<file path="src/rtl/mc_pkg.sv">
package mc_pkg;
    typedef enum logic [1:0] {
        FORM_RR   = 2'd0,
        FORM_RM   = 2'd1,
        FORM_MR   = 2'd2,
        FORM_COPY = 2'd3
    } form_e;

    typedef enum logic [2:0] {
        K_ALU   = 3'd0,
        K_LOAD  = 3'd1,
        K_STORE = 3'd2,
        K_ADDI  = 3'd3,
        K_BNZ   = 3'd4
    } kind_e;

    localparam int MAX_UOPS = 6;
    localparam int IDX_W    = $clog2(MAX_UOPS);
endpackage

</file>
<file path="src/rtl/mc_len.sv">
module mc_len
    import mc_pkg::*;
(
    input  form_e              form,
    output logic [IDX_W-1:0]   last_idx
);
    always_comb begin
        case (form)
            FORM_RR:   last_idx = IDX_W'(0);
            FORM_RM:   last_idx = IDX_W'(1);
            FORM_MR:   last_idx = IDX_W'(2);
            default:   last_idx = IDX_W'(MAX_UOPS - 1);
        endcase
    end
endmodule

</file>
<file path="src/rtl/mc_uop_gen.sv">
module mc_uop_gen
    import mc_pkg::*;
#(
    parameter int REG_W     = 4,
    parameter int ALU_W     = 4,
    parameter int OFF_W     = 8,
    parameter int COPY_STEP = 4
) (
    input  form_e               form,
    input  logic [ALU_W-1:0]    op,
    input  logic [REG_W-1:0]    rd,
    input  logic [REG_W-1:0]    rs,
    input  logic [REG_W-1:0]    rb,
    input  logic [OFF_W-1:0]    off,
    input  logic [IDX_W-1:0]    idx,
    output kind_e               kind,
    output logic [ALU_W-1:0]    alu,
    output logic [REG_W:0]      urd,
    output logic [REG_W:0]      urs1,
    output logic [REG_W:0]      urs2,
    output logic [OFF_W-1:0]    imm
);
    localparam int RW = REG_W + 1;
    localparam logic [RW-1:0]    TEMP  = RW'(1) << REG_W;
    localparam logic [OFF_W-1:0] STEP  = OFF_W'(COPY_STEP);
    localparam logic [OFF_W-1:0] MINUS = '1;

    logic [RW-1:0] xrd, xrs, xrb;
    assign xrd = {1'b0, rd};
    assign xrs = {1'b0, rs};
    assign xrb = {1'b0, rb};

    always_comb begin
        kind = K_ALU;
        alu  = '0;
        urd  = '0;
        urs1 = '0;
        urs2 = '0;
        imm  = '0;
        case (form)
            FORM_RR: begin
                alu = op; urd = xrd; urs1 = xrd; urs2 = xrs;
            end
            FORM_RM: begin
                if (idx == IDX_W'(0)) begin
                    kind = K_LOAD; urd = TEMP; urs1 = xrb; imm = off;
                end else begin
                    alu = op; urd = xrd; urs1 = xrd; urs2 = TEMP;
                end
            end
            FORM_MR: begin
                if (idx == IDX_W'(0)) begin
                    kind = K_LOAD; urd = TEMP; urs1 = xrb; imm = off;
                end else if (idx == IDX_W'(1)) begin
                    alu = op; urd = TEMP; urs1 = TEMP; urs2 = xrs;
                end else begin
                    kind = K_STORE; urs1 = xrb; urs2 = TEMP; imm = off;
                end
            end
            default: begin
                case (idx)
                    IDX_W'(0): begin kind = K_LOAD;  urd = TEMP; urs1 = xrs; end
                    IDX_W'(1): begin kind = K_STORE; urs1 = xrd; urs2 = TEMP; end
                    IDX_W'(2): begin kind = K_ADDI;  urd = xrs; urs1 = xrs; imm = STEP; end
                    IDX_W'(3): begin kind = K_ADDI;  urd = xrd; urs1 = xrd; imm = STEP; end
                    IDX_W'(4): begin kind = K_ADDI;  urd = xrb; urs1 = xrb; imm = MINUS; end
                    default:   begin kind = K_BNZ;   urs1 = xrb; imm = off; end
                endcase
            end
        endcase
    end
endmodule

</file>
<file path="src/rtl/mc_cracker.sv">
module mc_cracker
    import mc_pkg::*;
#(
    parameter int REG_W     = 4,
    parameter int ALU_W     = 4,
    parameter int OFF_W     = 8,
    parameter int COPY_STEP = 4
) (
    input  logic               clk,
    input  logic               rst_n,
    input  logic               in_valid,
    output logic               in_ready,
    input  logic [1:0]         in_form,
    input  logic [ALU_W-1:0]   in_op,
    input  logic [REG_W-1:0]   in_rd,
    input  logic [REG_W-1:0]   in_rs,
    input  logic [REG_W-1:0]   in_rb,
    input  logic [OFF_W-1:0]   in_off,
    output logic               out_valid,
    input  logic               out_ready,
    output logic [2:0]         out_kind,
    output logic [ALU_W-1:0]   out_alu,
    output logic [REG_W:0]     out_rd,
    output logic [REG_W:0]     out_rs1,
    output logic [REG_W:0]     out_rs2,
    output logic [OFF_W-1:0]   out_imm,
    output logic               out_last
);
    localparam int RW = REG_W + 1;
    localparam logic [RW-1:0] TEMP = RW'(1) << REG_W;

    typedef struct packed {
        logic               busy;
        form_e              form;
        logic [ALU_W-1:0]   op;
        logic [REG_W-1:0]   rd;
        logic [REG_W-1:0]   rs;
        logic [REG_W-1:0]   rb;
        logic [OFF_W-1:0]   off;
        logic [IDX_W-1:0]   idx;
    } state_t;

    state_t st_d, st_q;
    logic [IDX_W-1:0] last_idx;
    logic             is_last;
    kind_e            kind;

    mc_len u_len (
        .form     (st_q.form),
        .last_idx (last_idx)
    );

    mc_uop_gen #(
        .REG_W     (REG_W),
        .ALU_W     (ALU_W),
        .OFF_W     (OFF_W),
        .COPY_STEP (COPY_STEP)
    ) u_gen (
        .form (st_q.form),
        .op   (st_q.op),
        .rd   (st_q.rd),
        .rs   (st_q.rs),
        .rb   (st_q.rb),
        .off  (st_q.off),
        .idx  (st_q.idx),
        .kind (kind),
        .alu  (out_alu),
        .urd  (out_rd),
        .urs1 (out_rs1),
        .urs2 (out_rs2),
        .imm  (out_imm)
    );

    assign is_last   = (st_q.idx == last_idx);
    assign in_ready  = !st_q.busy;
    assign out_valid = st_q.busy;
    assign out_kind  = kind;
    assign out_last  = is_last;

    always_comb begin
        st_d = st_q;
        if (in_valid && !st_q.busy) begin
            st_d.busy = 1'b1;
            st_d.form = form_e'(in_form);
            st_d.op   = in_op;
            st_d.rd   = in_rd;
            st_d.rs   = in_rs;
            st_d.rb   = in_rb;
            st_d.off  = in_off;
            st_d.idx  = '0;
        end else if (st_q.busy && out_ready) begin
            if (is_last) begin
                st_d.busy = 1'b0;
            end else begin
                st_d.idx = st_q.idx + IDX_W'(1);
            end
        end
    end

    always_ff @(posedge clk) begin
        if (!rst_n) begin
            st_q <= '0;
        end else begin
            st_q <= st_d;
        end
    end

    p_hold_r8: assert property (@(posedge clk) disable iff (!rst_n)
        (out_valid && !out_ready) |=> (out_valid && $stable(out_kind) && $stable(out_alu)
            && $stable(out_rd) && $stable(out_rs1) && $stable(out_rs2)
            && $stable(out_imm) && $stable(out_last)));

    p_one_inflight_r2: assert property (@(posedge clk) disable iff (!rst_n)
        out_valid |-> !in_ready);

    p_free_after_last_r2: assert property (@(posedge clk) disable iff (!rst_n)
        (out_valid && out_ready && out_last) |=> (in_ready && !out_valid));

    p_seq_continues_r9: assert property (@(posedge clk) disable iff (!rst_n)
        (out_valid && out_ready && !out_last) |=> out_valid);

    p_load_to_temp_r7: assert property (@(posedge clk) disable iff (!rst_n)
        (out_valid && out_kind == K_LOAD) |-> (out_rd == TEMP));

    p_branch_closes_r6: assert property (@(posedge clk) disable iff (!rst_n)
        (out_valid && out_kind == K_BNZ) |-> out_last);
endmodule

</file>
<file path="config.mk">
export PLATFORM = sky130hd
export DESIGN_NAME = mc_cracker
export DESIGN_NICKNAME = d
export VERILOG_FILES = /design/src/rtl/mc_pkg.sv /design/src/rtl/mc_len.sv /design/src/rtl/mc_uop_gen.sv /design/src/rtl/mc_cracker.sv
export SDC_FILE = /design/constraint.sdc
export NUM_CORES = 1
export LEC_CHECK = 0
export BUFFER_PORTS_ARGS = -buffer_cell sky130_fd_sc_hd__buf_2
export CAP_MARGIN = 0
export CORE_MARGIN = 2
export CORE_UTILIZATION = 35
export CTS_CLUSTER_DIAMETER = 150
export DETAILED_ROUTE_END_ITERATION = 10
export PLACE_DENSITY = 0.68
export SYNTH_ARGS = -nofsm -noshare
export SYNTH_HDL_FRONTEND = slang
export SYNTH_SLANG_ARGS = --single-unit
export TNS_END_PERCENT = 20
</file>
<file path="constraint.sdc">
create_clock -name clk -period 2.4 [get_ports clk]
set_input_delay 0.48 -clock clk [delete_from_list [all_inputs] [get_ports clk]]
set_output_delay 0.48 -clock clk [all_outputs]
set_load 0.01 [all_outputs]
</file>
==> impl_metrics.tcl, run 1 <==
set metrics [dict create \
    vias 1977 \
    grt_max_degree 34 \
    fp.dieW_um 76.74 \
    switching_power_uw 330.5 \
    die_y_um 76.74 \
    detail_route.wl_per_cell_um 14.08 \
    yosysWarnings 0 \
    synth_area_um2 1852 \
    syn_avg_cell_area_um2 7.716 \
    cp.arrival_ns 2.02 \
    dp_slack_ns 0.06201 \
    tritoncts "done" \
    min_path_type "input pin to flop" \
    area_delta_synth_final_pct 37.84 \
    portBuffers 62 \
    clockRootBuffer "clkbuf_8" \
    routabilityCongestion 0.8895 \
    cp_max_fo 7 \
    ys_types 45 \
    cts_sinks 30 \
    top_layer "met4" \
    seq_area_um2 609.3 \
    p_clk_frac 0.327 \
    start_util 0.3626 \
    htreeDepth 2 \
    cts_buffers 5 \
    clkSlewWorstSetupHoldPaths_ns 0.06 \
    hpwlAfterDp_um 3666 \
    critPathRequiredTime_ns 1.92 \
    wl_um 5435 \
    p_int_uw 856.1 \
    crit_start "st_q[0]" \
    clk_latency_ns 0.27 \
    violations "negative setup slack" \
    ys_seq_area_frac 0.3243 \
    period_share 1.041 \
    final_layout_size_suffix_gt1_frac 0.3734 \
    r2r-start "st_q[0]" \
    core_area_um2 5107 \
    hold_violations 0 \
    ys_ff_latch 30 \
    worstMarginPinSlew_ns 0.5241 \
    power_density_nw_per_um2 464.9 \
    fin_nets 352 \
    wl_met2_um 2639 \
    syn_nets 275 \
    ys.flop_type "dfxtp_1" \
    diodes 0 \
    async_flop_share 0 \
    overflow 0 \
    synth_edf_count 0 \
    path_class "flop to output pin" \
    drv_slew 0 \
    synthCells 240 \
    combPwrFrac 0.209 \
    fp.dieArea_um2 5888 \
    ios 63 \
    multiInputGateArea_um2 1235 \
    slew_headroom 0.6502 \
    cp-start-kind "flop" \
    fill_cells 505 \
    antenna_found_initial 0 \
    ant_nets 0 \
    dr.pass1.iters 5 \
    swShare 0.2785 \
    clockBufferDepth 2 \
    clock_skew_ns 0.004186 \
    fmax_mhz 400.3 \
    grt_pass1_vias 1778 \
    worstHoldStart "out_ready" \
    setup-violations-final 12 \
    track_usage 0.1738 \
    rsz0062_at_grt "true" \
    grt_pass1_wl_um 8349 \
    maxCapViolCount 0 \
    period_minus_slack_ns 2.498 \
    status "finished with violations" \
    cellLeakagePower_nw 1.198 \
    worst_setup_path_end_kind "output pin" \
    vdd_ir_drop_max_mv 0.3253 \
    timing.final.ws_setup_ns -0.09810 \
    wl_met3_um 389 \
    placementRows 26 \
    drc 0 \
    vias_per_cell 5.122 \
    seqPwrFrac 0.464 \
    p_total_mw 1.187 \
    finish.utilization 0.4998 \
    drt-met1-wl_um 2300 \
    drt_iter0_markers 213 \
]
[layer usage]
metal  GRT usage  vias up
met1      0.2265      903
li1            -      984
met3     0.04235       10
met2      0.2798       80
met4     0.06000        0
met5           0        -
[worst max-delay path, cell delays in order, from the launching register on]
cell	delay [ns]
dfxtp_4	0.36
buf_6	0.13
ha_4	0.15
ha_4	0.15
or3_4	0.41
o21bai_4	0.25
a21o_1	0.16
buf_2	0.12
[sequential cells by signal (all words and copies together) (netlist names)]
register	flops
st_q	29
out_valid	1
[repair_timing]
action | in CTS | in global routing
hold buffers | 0 | 0
buffers inserted | 3 | 7
pin swaps | 7 | 14
gates resized for setup | 9 | 22
endpoints found under the setup margin | 24 | 24
[cell type report]
class | count | share of cell area
flip-flops and latches | 30 | 0.2387
multi-input cells | 188 | 0.4838
inverters | 4 | 0.006863
well taps | 70 | 0.03431
repair buffers | 88 | 0.2039
clock buffers | 6 | 0.03235
[power groups by stage]
stage	Sequential (mW)	Combinational (mW)	Clock (mW)
after floorplan	0.553	0.148	0
after CTS	0.551	0.240	0.398
final	0.551	0.247	0.388
after global routing	0.554	0.275	0.423
after detailed placement	0.562	0.237	0
after global placement	0.562	0.234	0
[cells in the final DEF (no fill, tap or decap), drive strengths merged, types with 3 or more instances in the layout]
cell	n
nor2b	6
o21ai	8
nand3	8
and2	5
dfxtp	30
ha	5
nand2	71
mux2i	3
a31oi	4
buf	88
nor2	4
a21o	7
clkbuf	6
a222oi	4
nand2b	4
a21oi	3
a21boi	27
a22oi	3
inv	4
[stage by stage]
step	cells	area [µm²]	hold WS [ns]	setup TNS, ns
floorplan	240	1854	0.4389	0
global placement	370	2278	0.4470	0
detailed placement	370	2278	0.4537	0
CTS	379	2407	0.4092	-0.9601
global route	386	2552	0.4100	-1.833
finish	386	2552	0.4331	-0.7609
[cells by family (layout without fill, tap and decap cells)]
group / after synthesis / in the layout / share of synthesized area
multiplexers: 3 / 3 / 0.01622
buffers and inverters: 22 / 98 / 0.05878
adder cells (fa/ha/maj): 5 / 5 / 0.03378
AND/OR/NAND/NOR: 111 / 111 / 0.2831
AO/OA/AOI/OAI: 67 / 67 / 0.2743
XOR/XNOR: 2 / 2 / 0.009461
flip-flops: 30 / 30 / 0.3243
[path summary, 6_finish.rpt]
path | end | slack [ns] | depth (start not counted)
worst max-delay path | out_imm[5] | -0.1 | 7
worst min-delay path | out_valid | 0.43 | 2
worst max register to register | st_q[0] | 0.91 | 7
worst min register to register | st_q[24] | 0.46 | 2
[Yosys cell counts, types with 2 or more instances]
master     instances  area, µm²
a31oi_1            4      25.02
dfxtp_1           30      600.6
nand2_1           71      266.5
o22ai_1            2      12.51
a21oi_1            2      10.01
buf_6              2      22.52
o2111ai_1          2      17.52
and2_1             4      25.02
buf_2              3      15.01
a22oi_1            3      22.52
xnor2_1            2      17.52
ha_1               5      62.56
buf_4              2      15.01
nand2b_1           4      25.02
inv_1              4      15.01
nor2b_1            6      37.54
nor2_1             4      15.01
a21o_1             7      52.55
a21boi_0          27      202.7
and2b_1            2      15.01
nand3_1            8      40.04
a222oi_1           4      40.04
nand3b_1           2      15.01
o21ai_0            7      35.03
mux2i_1            3      30.03
clkbuf_1          11      41.29
No activity file was read; power rests on OpenSTA's default activity.
==> inputs of run 2 (changes only) <==
- BUFFER_PORTS_ARGS: -buffer_cell sky130_fd_sc_hd__buf_2 -> not set
- DONT_BUFFER_PORTS: not set -> 1
- PLACE_DENSITY: 0.68 -> 0.56
- clock period: 2.4 -> 2.57 ns (I/O delays scaled with it)
==> impl_metrics.tcl, run 2 (same netlist as run 1, synthesis figures left out) <==
set metrics [dict create \
    vias_per_cell 5.331 \
    fill_cells 547 \
    period_share 0.9714 \
    grt_max_degree 34 \
    clock_skew_ns 0.007256 \
    seq_area_um2 605.6 \
    maxCapViolCount 0 \
    status "finished, final reports clean" \
    hold_path_depth 1 \
    start_util 0.3626 \
    portBuffers 0 \
    setup-violations-final 0 \
    area_delta_synth_final_pct 14.73 \
    grt_pass1_vias 1513 \
    whs_endpoint "out_valid" \
    p_total_mw 1.145 \
    clkSlewWorstSetupHoldPaths_ns 0.06 \
    ant_nets 0 \
    slew_headroom 0.6404 \
    cp.arrival_ns 1.98 \
    top_register "st_q" \
    clockRootBuffer "clkbuf_8" \
    drc 0 \
    period_minus_slack_ns 2.496 \
    min_path_type "input pin to flop" \
    placementRows 26 \
    cellLeakagePower_nw 0.8525 \
    detail_route.wl_per_cell_um 15.38 \
    seqPwrFrac 0.449 \
    p_clk_frac 0.403 \
    wl_um 4830 \
    clockBufferDepth 2 \
    multiInputGateArea_um2 1205 \
    cts_sinks 30 \
    reg2reg_to "out_valid" \
    hold_violations 0 \
    die_y_um 76.74 \
    final_area_um2 2125 \
    grt_pass1_wl_um 7734 \
    fin_nets 278 \
    vdd_ir_drop_max_mv 0.4187 \
    ios 63 \
    rr_worst_depth 5 \
    worstMarginPinSlew_ns 0.5375 \
    crit_family "simple AND/OR/NAND/NOR gates" \
    slowest_stage "or3_4" \
    cts_hold_buf 0 \
    dpl_cell_area_um2 1923 \
    finish.utilization 0.4160 \
    switching_power_uw 299.5 \
    worstHoldStart "out_ready" \
    combPwrFrac 0.149 \
    cp-start-kind "flop" \
    final_cell_mix "nand2_1, dfxtp_1, a21boi_0, buf_4, nand3_1" \
    routabilityCongestion 0.8557 \
    final_layout_size_suffix_gt1_frac 0.1721 \
    cp_slowest_stage_delay_ns 0.42 \
    path_cells "inv_2 > ha_4 > and2_4 > or3_4 > o21bai_4 > a21o_1" \
    antenna_found_initial 0 \
    cts_buffers 5 \
    p_int_uw 845.6 \
    fmax_mhz 400.6 \
    vias 1674 \
    largest_register_ffs 29 \
    track_usage 0.1634 \
    reg2reg_slack_ns 1.02 \
    clk_latency_ns 0.28 \
    critPathRequiredTime_ns 2.06 \
    fp.dieW_um 76.74 \
    crit_buf_inv 1 \
    drv_slew 0 \
    power_density_nw_per_um2 539.0 \
    htreeDepth 2 \
    r2r-start "st_q[28]" \
    dr.pass1.iters 4 \
    overflow 0 \
    cp_max_fo 9 \
    fp.dieArea_um2 5888 \
    layout_commonest_cell "nand2_1" \
    drt_iter0_markers 177 \
    swShare 0.2616 \
    hpwlAfterDp_um 3457 \
    tns_ns 0 \
    path_class "flop to output pin" \
    core_area_um2 5107 \
    diodes 0 \
    worst_setup_path_end_kind "output pin" \
    tritoncts "done" \
]
run 2: cell types whose count changed in the layout (fill, tap and decap cells not counted), moves of 2 or more:
cell,before,now
buf_4,22,14
nor2b_1,5,1
buf_6,4,0
o21ai_0,4,7
nor2b_2,1,5
clkbuf_1,0,2
o21ai_1,3,0
buf_2,62,0
run 2: cell type report:
type	instances	area share
repair buffers	14	0.04947
well taps	70	0.04122
multi-input cells	188	0.5671
clock inverters	1	0.01413
flip-flops and latches	30	0.2850
clock buffers	7	0.03592
inverters	4	0.007067
run 2: what timing repair did:
action | in CTS | in global routing
resized for setup | 3 | 14
endpoints found under the hold margin | 0 | 0
setup buffers | 0 | 4
pin swaps | 3 | 4
setup endpoints to repair | 15 | 16
run 2: how the worst max path moves through the flow:
| stage | start | endpoint | slack (ns) | depth (start not counted) |
|---|---|---|---|---|
| finish | st_q[1] | out_imm[4] | 0.07 | 6 |
| global route | st_q[1] | out_imm[4] | -0.003 | 6 |
| CTS | st_q[0] | out_alu[3] | 0.006 | 6 |
| detailed placement | st_q[1] | out_imm[4] | 0.19 | 6 |
| global placement | st_q[1] | out_imm[5] | 0.24 | 6 |
| floorplan | st_q[0] | out_imm[0] | 0.06 | 8 |
run 2: metrics by stage:
step           hold WS [ns]  cells  worst slack (ns)
6_report             0.3304    314           0.07351
5_1_grt              0.3315    314         -0.003308
4_1_cts              0.3271    310          0.006031
3_5_place_dp         0.4517    302            0.1910
3_3_place_gp         0.4481    302            0.2365
2_1_floorplan        0.4389    240           0.06350
run 2: per-layer routing:
layer	track usage	wire (µm)	share of wire	vias up
met4	0.06545	58	0.012	0
met5	0	0	0	-
li1	-	-	-	841
met1	0.2302	2316	0.48	771
met3	0.04706	342	0.071	5
met2	0.2325	2113	0.44	57
run 2: power groups by stage:
| stage | Sequential [mW] | Combinational [mW] | Clock, mW |
|---|---|---|---|
| after floorplan | 0.517 | 0.138 | 0 |
| after global placement | 0.524 | 0.167 | 0 |
| after detailed placement | 0.525 | 0.169 | 0 |
| after CTS | 0.514 | 0.170 | 0.469 |
| after global routing | 0.518 | 0.192 | 0.491 |
| final | 0.514 | 0.170 | 0.461 |
